===== src/rtl/swef_pkg.sv =====
package swef_pkg;

    // Filter state machine states
    typedef enum logic [1:0] {
        ST_IDLE = 2'd0,  // line high, waiting for a fall
        ST_QUAL = 2'd1,  // standard-speed low under qualification
        ST_LOW  = 2'd2,  // accepted low, cleaned line is low
        ST_HOLD = 2'd3   // hold-off window after a rise
    } swef_state_t;

    function automatic int swef_max3(int a, int b, int c);
        int m;
        m = (a > b) ? a : b;
        return (m > c) ? m : c;
    endfunction

endpackage


===== src/rtl/swef_sync.sv =====
module swef_sync #(
    parameter int STAGES   = 2,
    parameter bit RST_LEVEL = 1'b1
) (
    input  logic clk,
    input  logic rst_n,
    input  logic d_in,
    output logic d_out
);

    logic [STAGES-1:0] chain;

    generate
        for (genvar i = 0; i < STAGES; i++) begin : g_stage
            if (i == 0) begin : g_first
                always_ff @(posedge clk) begin
                    if (!rst_n) chain[0] <= RST_LEVEL;
                    else        chain[0] <= d_in;
                end
            end else begin : g_next
                always_ff @(posedge clk) begin
                    if (!rst_n) chain[i] <= RST_LEVEL;
                    else        chain[i] <= chain[i-1];
                end
            end
        end
    endgenerate

    assign d_out = chain[STAGES-1];

endmodule


===== src/rtl/swef_limits.sv =====
module swef_limits #(
    parameter int FLT_STD  = 4,
    parameter int HOLD_STD = 8,
    parameter int HOLD_OD  = 3,
    parameter int CW       = 4
) (
    input  logic          od_mode,
    output logic [CW-1:0] flt_last,
    output logic [CW-1:0] hold_last
);

    // Terminal counter values: count runs 0..N-1
    localparam logic [CW-1:0] FLT_LAST_C  = CW'(FLT_STD - 1);
    localparam logic [CW-1:0] HSTD_LAST_C = CW'(HOLD_STD - 1);
    localparam logic [CW-1:0] HOD_LAST_C  = CW'(HOLD_OD - 1);

    always_comb begin
        flt_last  = FLT_LAST_C;
        hold_last = od_mode ? HOD_LAST_C : HSTD_LAST_C;
    end

endmodule


===== src/rtl/swef_fsm.sv =====
module swef_fsm
    import swef_pkg::*;
#(
    parameter int CW = 4
) (
    input  logic          clk,
    input  logic          rst_n,
    input  logic          tick,
    input  logic          od_mode,
    input  logic          line_s,
    input  logic [CW-1:0] flt_last,
    input  logic [CW-1:0] hold_last,
    output logic          line_clean,
    output logic          slot_start
);

    localparam logic [CW-1:0] ONE = CW'(1);

    swef_state_t st_q, st_n;
    logic [CW-1:0] cnt_q, cnt_n;
    logic accept;

    // Next-state and counter logic
    always_comb begin
        st_n   = st_q;
        cnt_n  = cnt_q;
        accept = 1'b0;
        if (tick) begin
            unique case (st_q)
                ST_IDLE: begin
                    if (!line_s) begin
                        if (od_mode) begin
                            accept = 1'b1;
                            st_n   = ST_LOW;
                            cnt_n  = '0;
                        end else begin
                            st_n  = ST_QUAL;
                            cnt_n = ONE;
                        end
                    end
                end
                ST_QUAL: begin
                    if (line_s) begin
                        st_n  = ST_IDLE;
                        cnt_n = '0;
                    end else if (od_mode || cnt_q == flt_last) begin
                        accept = 1'b1;
                        st_n   = ST_LOW;
                        cnt_n  = '0;
                    end else begin
                        cnt_n = cnt_q + ONE;
                    end
                end
                ST_LOW: begin
                    if (line_s) begin
                        st_n  = ST_HOLD;
                        cnt_n = '0;
                    end
                end
                ST_HOLD: begin
                    if (cnt_q >= hold_last) begin
                        cnt_n = '0;
                        if (!line_s) begin
                            accept = 1'b1;
                            st_n   = ST_LOW;
                        end else begin
                            st_n = ST_IDLE;
                        end
                    end else begin
                        cnt_n = cnt_q + ONE;
                    end
                end
                default: begin
                    st_n  = ST_IDLE;
                    cnt_n = '0;
                end
            endcase
        end
    end

    // State register
    always_ff @(posedge clk) begin
        if (!rst_n) begin
            st_q  <= ST_IDLE;
            cnt_q <= '0;
        end else begin
            st_q  <= st_n;
            cnt_q <= cnt_n;
        end
    end

    // Registered outputs
    always_ff @(posedge clk) begin
        if (!rst_n) begin
            line_clean <= 1'b1;
            slot_start <= 1'b0;
        end else begin
            line_clean <= (st_n != ST_LOW);
            slot_start <= accept;
        end
    end

endmodule


===== src/rtl/swire_edge_filter.sv =====
module swire_edge_filter
    import swef_pkg::*;
#(
    parameter int FLT_STD  = 4,
    parameter int HOLD_STD = 8,
    parameter int HOLD_OD  = 3,
    parameter int SYNC_STAGES = 2
) (
    input  logic clk,
    input  logic rst_n,
    input  logic tick,
    input  logic od_mode,
    input  logic line_raw,
    output logic line_clean,
    output logic slot_start
);

    localparam int MAXLEN = swef_max3(FLT_STD, HOLD_STD, HOLD_OD);
    localparam int CW     = $clog2(MAXLEN + 1);

    logic          line_s;
    logic [CW-1:0] flt_last;
    logic [CW-1:0] hold_last;

    swef_sync #(
        .STAGES   (SYNC_STAGES),
        .RST_LEVEL(1'b1)
    ) u_sync (
        .clk  (clk),
        .rst_n(rst_n),
        .d_in (line_raw),
        .d_out(line_s)
    );

    swef_limits #(
        .FLT_STD (FLT_STD),
        .HOLD_STD(HOLD_STD),
        .HOLD_OD (HOLD_OD),
        .CW      (CW)
    ) u_lim (
        .od_mode  (od_mode),
        .flt_last (flt_last),
        .hold_last(hold_last)
    );

    swef_fsm #(
        .CW(CW)
    ) u_fsm (
        .clk       (clk),
        .rst_n     (rst_n),
        .tick      (tick),
        .od_mode   (od_mode),
        .line_s    (line_s),
        .flt_last  (flt_last),
        .hold_last (hold_last),
        .line_clean(line_clean),
        .slot_start(slot_start)
    );

endmodule


===== config.mk =====
export PLATFORM = sky130hd
export DESIGN_NAME = swire_edge_filter
export DESIGN_NICKNAME = d
export VERILOG_FILES = /design/src/rtl/swef_pkg.sv /design/src/rtl/swef_sync.sv /design/src/rtl/swef_limits.sv /design/src/rtl/swef_fsm.sv /design/src/rtl/swire_edge_filter.sv
export SDC_FILE = /design/constraint.sdc
export NUM_CORES = 1
export LEC_CHECK = 0
export CAP_MARGIN = 20
export CORE_AREA = 3 3 40 42
export CTS_CLUSTER_DIAMETER = 80
export DETAILED_ROUTE_END_ITERATION = 8
export DIE_AREA = 0 0 43 45
export PLACE_DENSITY = 0.66
export SLEW_MARGIN = 20
export SYNTH_ARGS = -nofsm -noshare
export SYNTH_HDL_FRONTEND = slang
export SYNTH_SLANG_ARGS = --single-unit

===== constraint.sdc =====
create_clock -name clk -period 2.2 [get_ports clk]
set_input_delay 0.33 -clock clk [delete_from_list [all_inputs] [get_ports clk]]
set_output_delay 0.33 -clock clk [all_outputs]
set_load 0.01 [all_outputs]

==> results.sh, run 1 <==
export IMPL_cp_arrival_ps=2130
export IMPL_grt_usage=0.133
export IMPL_seq_power_share=0.481
export IMPL_antenna_found_initial=0
export IMPL_vdd_ir_drop_max_mv=0.390
export IMPL_synthesis_nets=72
export IMPL_synth_common_cells="10 x dfxtp_1, 6 x nand2_1, 5 x nor2_1, 4 x inv_1, 4 x nand2b_1"
export IMPL_grt_max_degree=13
export IMPL_seqCellArea_um2=200
export IMPL_first_pass_iters=3
export IMPL_cpMaxStageDelayCell="clkdlybuf4s50_1"
export IMPL_drtIter0Drc=9
export IMPL_synth_area_per_cell_um2=9.17
export IMPL_drive_gt1_frac=0.147
export IMPL_fin_cells=90
export IMPL_yosys_area_top_type="dfxtp_1"
export IMPL_finalCriticalPeriod_ps=1980
export IMPL_total_power_uw=396
export IMPL_synthCells=64
export IMPL_powerDensity_nw_per_um2=560
export IMPL_switching_share=0.225
export IMPL_clock_skew_ps=5.74
export IMPL_timing_final_crit_share=0.901
export IMPL_r2r_start="u_fsm.cnt_q[0]"
export IMPL_worstHoldPathType="register to register"
export IMPL_diodes=0
export IMPL_total_leakage_power_uw=0.000246
export IMPL_worstPathCellList="clkdlybuf4s50_1, inv_1, ha_1, nand2b_1, a31oi_4, o32a_1, a2111o_1"
export IMPL_hold_violations=0
export IMPL_ys_seq_area_frac=0.341
export IMPL_worst_setup_path_start_kind="primary input"
export IMPL_die_area_um2=1940
export IMPL_relSlewSlack=0.706
export IMPL_grt_pass1_vias=441
export IMPL_gr_total_overflow=0
export IMPL_cts_tree="built"
export IMPL_crit_path_start="od_mode"
export IMPL_rows=13
export IMPL_viasPerCell=5.64
export IMPL_synth_top_area_share=0.341
export IMPL_area_delta_synth_final_pct=20.7
export IMPL_clk_latency_ps=260
export IMPL_grt_pass1_wl_um=1880
export IMPL_cts_path_max_buffers=2
export IMPL_cts_resized=0
export IMPL_nets=84
export IMPL_wl_um=1090
export IMPL_synth_area_leaders="dfxtp_1 34%, ha_1 6.4%, o2111ai_1 4.5%"
export IMPL_cp_end_kind="register"
export IMPL_hold_buffers=0
export IMPL_post_place_ws_ps=-62.2
export IMPL_critPathMaxStageDelay_ps=490
export IMPL_cts_setup_buffers=0
export IMPL_dp_cells=86
export IMPL_p_sw_uw=89.3
export IMPL_multi_input_area_um2=355
export IMPL_clockPowerShare=0.413
export IMPL_die_y_um=45
export IMPL_routabilityCongestion=0.821
export IMPL_core_area_um2=1280
export IMPL_dp_hpwl_um=860
export IMPL_die_x_um=43
export IMPL_report_final_slew_viol_count=0
export IMPL_rsz0062_at_grt="false"
export IMPL_crit_required_ps=2350
export IMPL_max_freq_ghz=0.505
export IMPL_status="finished clean"
export IMPL_worstSetupPathType="primary input to register"
export IMPL_synth_area_um2=587
export IMPL_finalSetupViolCount=0
export IMPL_clk_pin_slew_ps=60
export IMPL_htreeDepth=1
export IMPL_p_int_uw=307
export IMPL_synthFlopType="dfxtp_1"
export IMPL_cap_violations=0
export IMPL_cts_sinks=10
export IMPL_timing_hold_ws_ps=414
export IMPL_drcViolationCount=0
export IMPL_port_buffers=6
export IMPL_vias=508
export IMPL_start_util=0.457
export IMPL_synth_edf_count=0
export IMPL_fillers=127
export IMPL_cts_made_buffers=3
export IMPL_wl_per_cell_um=12.1
export IMPL_setup_ws_ps=218
export IMPL_synth_most_common_cell="dfxtp_1"
export IMPL_worstMarginPinSlew_ps=438
export IMPL_cts_root_buf="clkbuf_4"
export IMPL_synth_seq_cells=10
export IMPL_critPathMaxFanout=2
export IMPL_ant_nets=0
export IMPL_hold_path_startpoint="u_sync.chain[0]"
export IMPL_ys_types=31
export IMPL_yosys_warnings=0
export IMPL_crit_buf_inv=2
export IMPL_async_flop_share=0
export IMPL_pwr_share_comb=0.106
export IMPL_cp_top_family="compound AO/OA/AOI/OAI gates"
export IMPL_ios=7
[flip-flops by register name, summed over array words and instances (netlist names)]
name              cells
u_fsm.slot_start      1
u_fsm.line_clean      1
u_fsm.st_q            2
u_fsm.cnt_q           4
u_sync.chain          1
u_sync.d_out          1
[layout by cell type (no fill, tap or decap), drive strengths merged, types with 4 or more instances in the layout]
| cell type | synthesis | routed |
|---|---|---|
| dfxtp | 10 | 10 |
| nand2 | 6 | 6 |
| clkdlybuf4s50 | 0 | 6 |
| nor2 | 5 | 5 |
| inv | 4 | 4 |
| nand2b | 4 | 4 |
| a31oi | 4 | 4 |
| a21oi | 4 | 4 |
| clkbuf | 0 | 4 |
[worst register-to-register path, stage by stage (launching register included)]
cell	delay, ps
dfxtp_1	370
inv_1	100
ha_1	270
nand2b_1	160
a31oi_4	110
o32a_1	370
a2111o_1	340
[path summary, 6_finish.rpt]
path,endpoint,slack [ps],cells after the start
worst min-delay path,u_sync.d_out,410,1
worst max register to register,u_fsm.line_clean,370,6
worst max-delay path,u_fsm.line_clean,220,7
worst min register to register,u_sync.d_out,410,1
[final cells by class]
| cell class | instances | area share |
|---|---|---|
| clock buffers | 4 | 0.0512 |
| multi-input cells | 48 | 0.502 |
| flip-flops and latches | 10 | 0.283 |
| well taps | 15 | 0.0265 |
| inverters | 4 | 0.0212 |
| repair buffers | 9 | 0.117 |
[stage by stage]
step	TNS [ps]	util	instance area, um^2
global route	0	0.551	708
finish	0	0.551	708
global placement	-11.4	0.523	672
CTS	0	0.551	708
detailed placement	-121	0.523	672
floorplan	0	-	587
[routing by layer]
layer,vias to the layer above,share of wire,GRT usage
met5,-,0,0
met1,233,0.48,0.160
li1,264,-,-
met4,0,0,0.0361
met2,11,0.46,0.216
met3,0,0.057,0.0598
[kinds of logic after synthesis]
group,synth area share
adder cells (fa/ha/maj),0.0640
buffers and inverters,0.0533
AO/OA/AOI/OAI,0.309
XOR/XNOR,0.0149
flip-flops,0.341
AND/OR/NAND/NOR,0.217
[power groups by stage]
stage               sequential (uW)  clock, uW  combinational (uW)
floorplan                       192          0                26.6
global placement                195          0                42.2
detailed placement              195          0                42.4
CTS                             190        172                42.6
global route                    191        180                46.8
finish                          191        164                42.2
(Power assumes the default switching activity.)
==> run 2: changes to the inputs <==
--- a/config.mk
+++ b/config.mk
@@ -6,12 +6,11 @@
 export NUM_CORES = 1
 export LEC_CHECK = 0
 export CAP_MARGIN = 20
-export CORE_AREA = 3 3 40 42
+export CORE_MARGIN = 3
+export CORE_UTILIZATION = 40
 export CTS_CLUSTER_DIAMETER = 80
 export DETAILED_ROUTE_END_ITERATION = 8
-export DIE_AREA = 0 0 43 45
-export PLACE_DENSITY = 0.66
-export SLEW_MARGIN = 20
+export PLACE_DENSITY = 0.61
 export SYNTH_ARGS = -nofsm -noshare
 export SYNTH_HDL_FRONTEND = slang
 export SYNTH_SLANG_ARGS = --single-unit
==> run 2 against run 1 <==
First-iteration DRC count grew 56%; setup slack gained 17 ps; hold slack worse by 8.5 ps; via count grew 7.9%; largest cell class unchanged.
==> results.sh, run 2 (synthesis gave the netlist of run 1 again) <==
export IMPL_drcViolationCount=0
export IMPL_report_final_slew_viol_count=0
export IMPL_die_y_um=44.3
export IMPL_die_area_um2=1960
export IMPL_cts_sinks=10
export IMPL_post_place_ws_ps=-37.8
export IMPL_hold_buffers=0
export IMPL_finalCriticalPeriod_ps=1960
export IMPL_relSlewSlack=0.690
export IMPL_fin_cells=91
export IMPL_wl_um=1270
export IMPL_holdPathEnd="u_sync.d_out"
export IMPL_total_power_uw=401
export IMPL_layout_common_cells="10 x dfxtp_1, 6 x nand2_1, 6 x clkdlybuf4s50_1, 5 x nor2_1"
export IMPL_ff2ff_setup_slack_ps=380
export IMPL_core_area_um2=1330
export IMPL_cts_root_buf="clkbuf_4"
export IMPL_die_x_um=44.3
export IMPL_first_pass_iters=4
export IMPL_hold_violations=0
export IMPL_start_util=0.440
export IMPL_r2r_end="u_fsm.line_clean"
export IMPL_rows=13
export IMPL_routabilityCongestion=0.810
export IMPL_viasPerCell=6.02
export IMPL_ant_nets=0
export IMPL_ios=7
export IMPL_gr_total_overflow=0
export IMPL_final_area_um2=716
export IMPL_worst_setup_path_start_kind="primary input"
export IMPL_timing_final_crit_share=0.893
export IMPL_dp_cells=87
export IMPL_regMostFlops="u_fsm.cnt_q"
export IMPL_grt_usage=0.149
export IMPL_clk_pin_slew_ps=70
export IMPL_placed_area_um2=679
export IMPL_htreeDepth=1
export IMPL_clk_latency_ps=270
export IMPL_finalSetupViolCount=0
export IMPL_total_leakage_power_uw=0.000252
export IMPL_port_buffers=6
export IMPL_area_delta_synth_final_pct=22.0
export IMPL_largest_reg_flops=4
export IMPL_cts_tree="built"
export IMPL_hold_path_startpoint="u_sync.chain[0]"
export IMPL_status="finished clean"
export IMPL_worstMarginPinSlew_ps=461
export IMPL_critPathMaxFanout=5
export IMPL_drive_gt1_frac=0.158
export IMPL_reg_top3="u_fsm.cnt_q (4), u_fsm.st_q (2)"
export IMPL_crit_required_ps=2400
export IMPL_grt_max_degree=13
export IMPL_cp_arrival_ps=2160
export IMPL_cap_violations=0
export IMPL_holdPathStages=1
export IMPL_antenna_found_initial=0
export IMPL_nets=85
export IMPL_worstHoldPathType="register to register"
export IMPL_post_route_util=0.537
export IMPL_diodes=0
export IMPL_layout_commonest_cell="dfxtp_1"
export IMPL_vias=548
export IMPL_cts_setup_buffers=0
export IMPL_grt_pass1_wl_um=2140
export IMPL_dp_hpwl_um=950
export IMPL_wl_per_cell_um=14.0
export IMPL_cts_path_max_buffers=2
export IMPL_drtIter0Drc=14
export IMPL_cts_made_buffers=3
export IMPL_setup_ws_ps=236
export IMPL_worstSetupPathType="primary input to register"
export IMPL_cts_resized=0
export IMPL_r2r_start="u_fsm.cnt_q[1]"
export IMPL_cp_end_kind="register"
export IMPL_rsz0062_at_grt="false"
export IMPL_grt_pass1_vias=522
export IMPL_vdd_ir_drop_max_mv=0.321
export IMPL_powerDensity_nw_per_um2=560
export IMPL_max_freq_ghz=0.509
export IMPL_reg2reg_depth=5
export IMPL_clock_skew_ps=4.31
## run 2: changes by cell type in the layout (fill, tap and decap cells not counted), sizes merged
cell  delta
buf      +1
## run 2: layout make-up
cell class	count	area [um^2]
Fill cell	135	618
Timing Repair Buffer	10	90.1
Tap cell	15	18.8
Clock buffer	4	36.3
Inverter	4	15.0
Multi-Input combinational cell	48	355
Sequential cell	10	200
## run 2: how the worst max path moves through the flow
stage | from | end
floorplan | u_fsm.cnt_q[0] | u_fsm.line_clean
global placement | od_mode | u_fsm.cnt_q[0]
detailed placement | od_mode | u_fsm.line_clean
CTS | od_mode | u_fsm.line_clean
global route | od_mode | u_fsm.cnt_q[3]
finish | od_mode | u_fsm.cnt_q[2]
## run 2: metal layers
layer / share of wire / vias up / track usage
met5: 0 / - / 0
met4: 0 / 0 / 0.0663
met3: 0.090 / 0 / 0.0610
met2: 0.45 / 23 / 0.224
met1: 0.46 / 261 / 0.185
li1: - / 264 / -
## run 2: per-stage QoR
| stage | hold WS [ps] | setup TNS [ps] |
|---|---|---|
| final | 405 | 0 |
| after global routing | 427 | 0 |
| after CTS | 411 | 0 |
| after detailed placement | 399 | -60.2 |
| after global placement | 394 | -39.4 |
| after floorplan | 386 | 0 |
## run 2: worst max-delay path: stages
cell,delay [ps]
clkdlybuf4s50_1,420
buf_4,150
ha_1,210
or3b_1,390
a31oi_4,160
buf_4,160
o2111ai_1,130
a31oi_1,200
## run 2: power by group
part | switching [uW] | leakage [uW] | internal [uW] | total, uW
combinational | 21.8 | 0.000149 | 21.4 | 43.1
clock | 67.1 | 0.0000210 | 101 | 168
sequential | 4.87 | 0.0000813 | 185 | 190
total | 93.7 | 0.000252 | 307 | 401
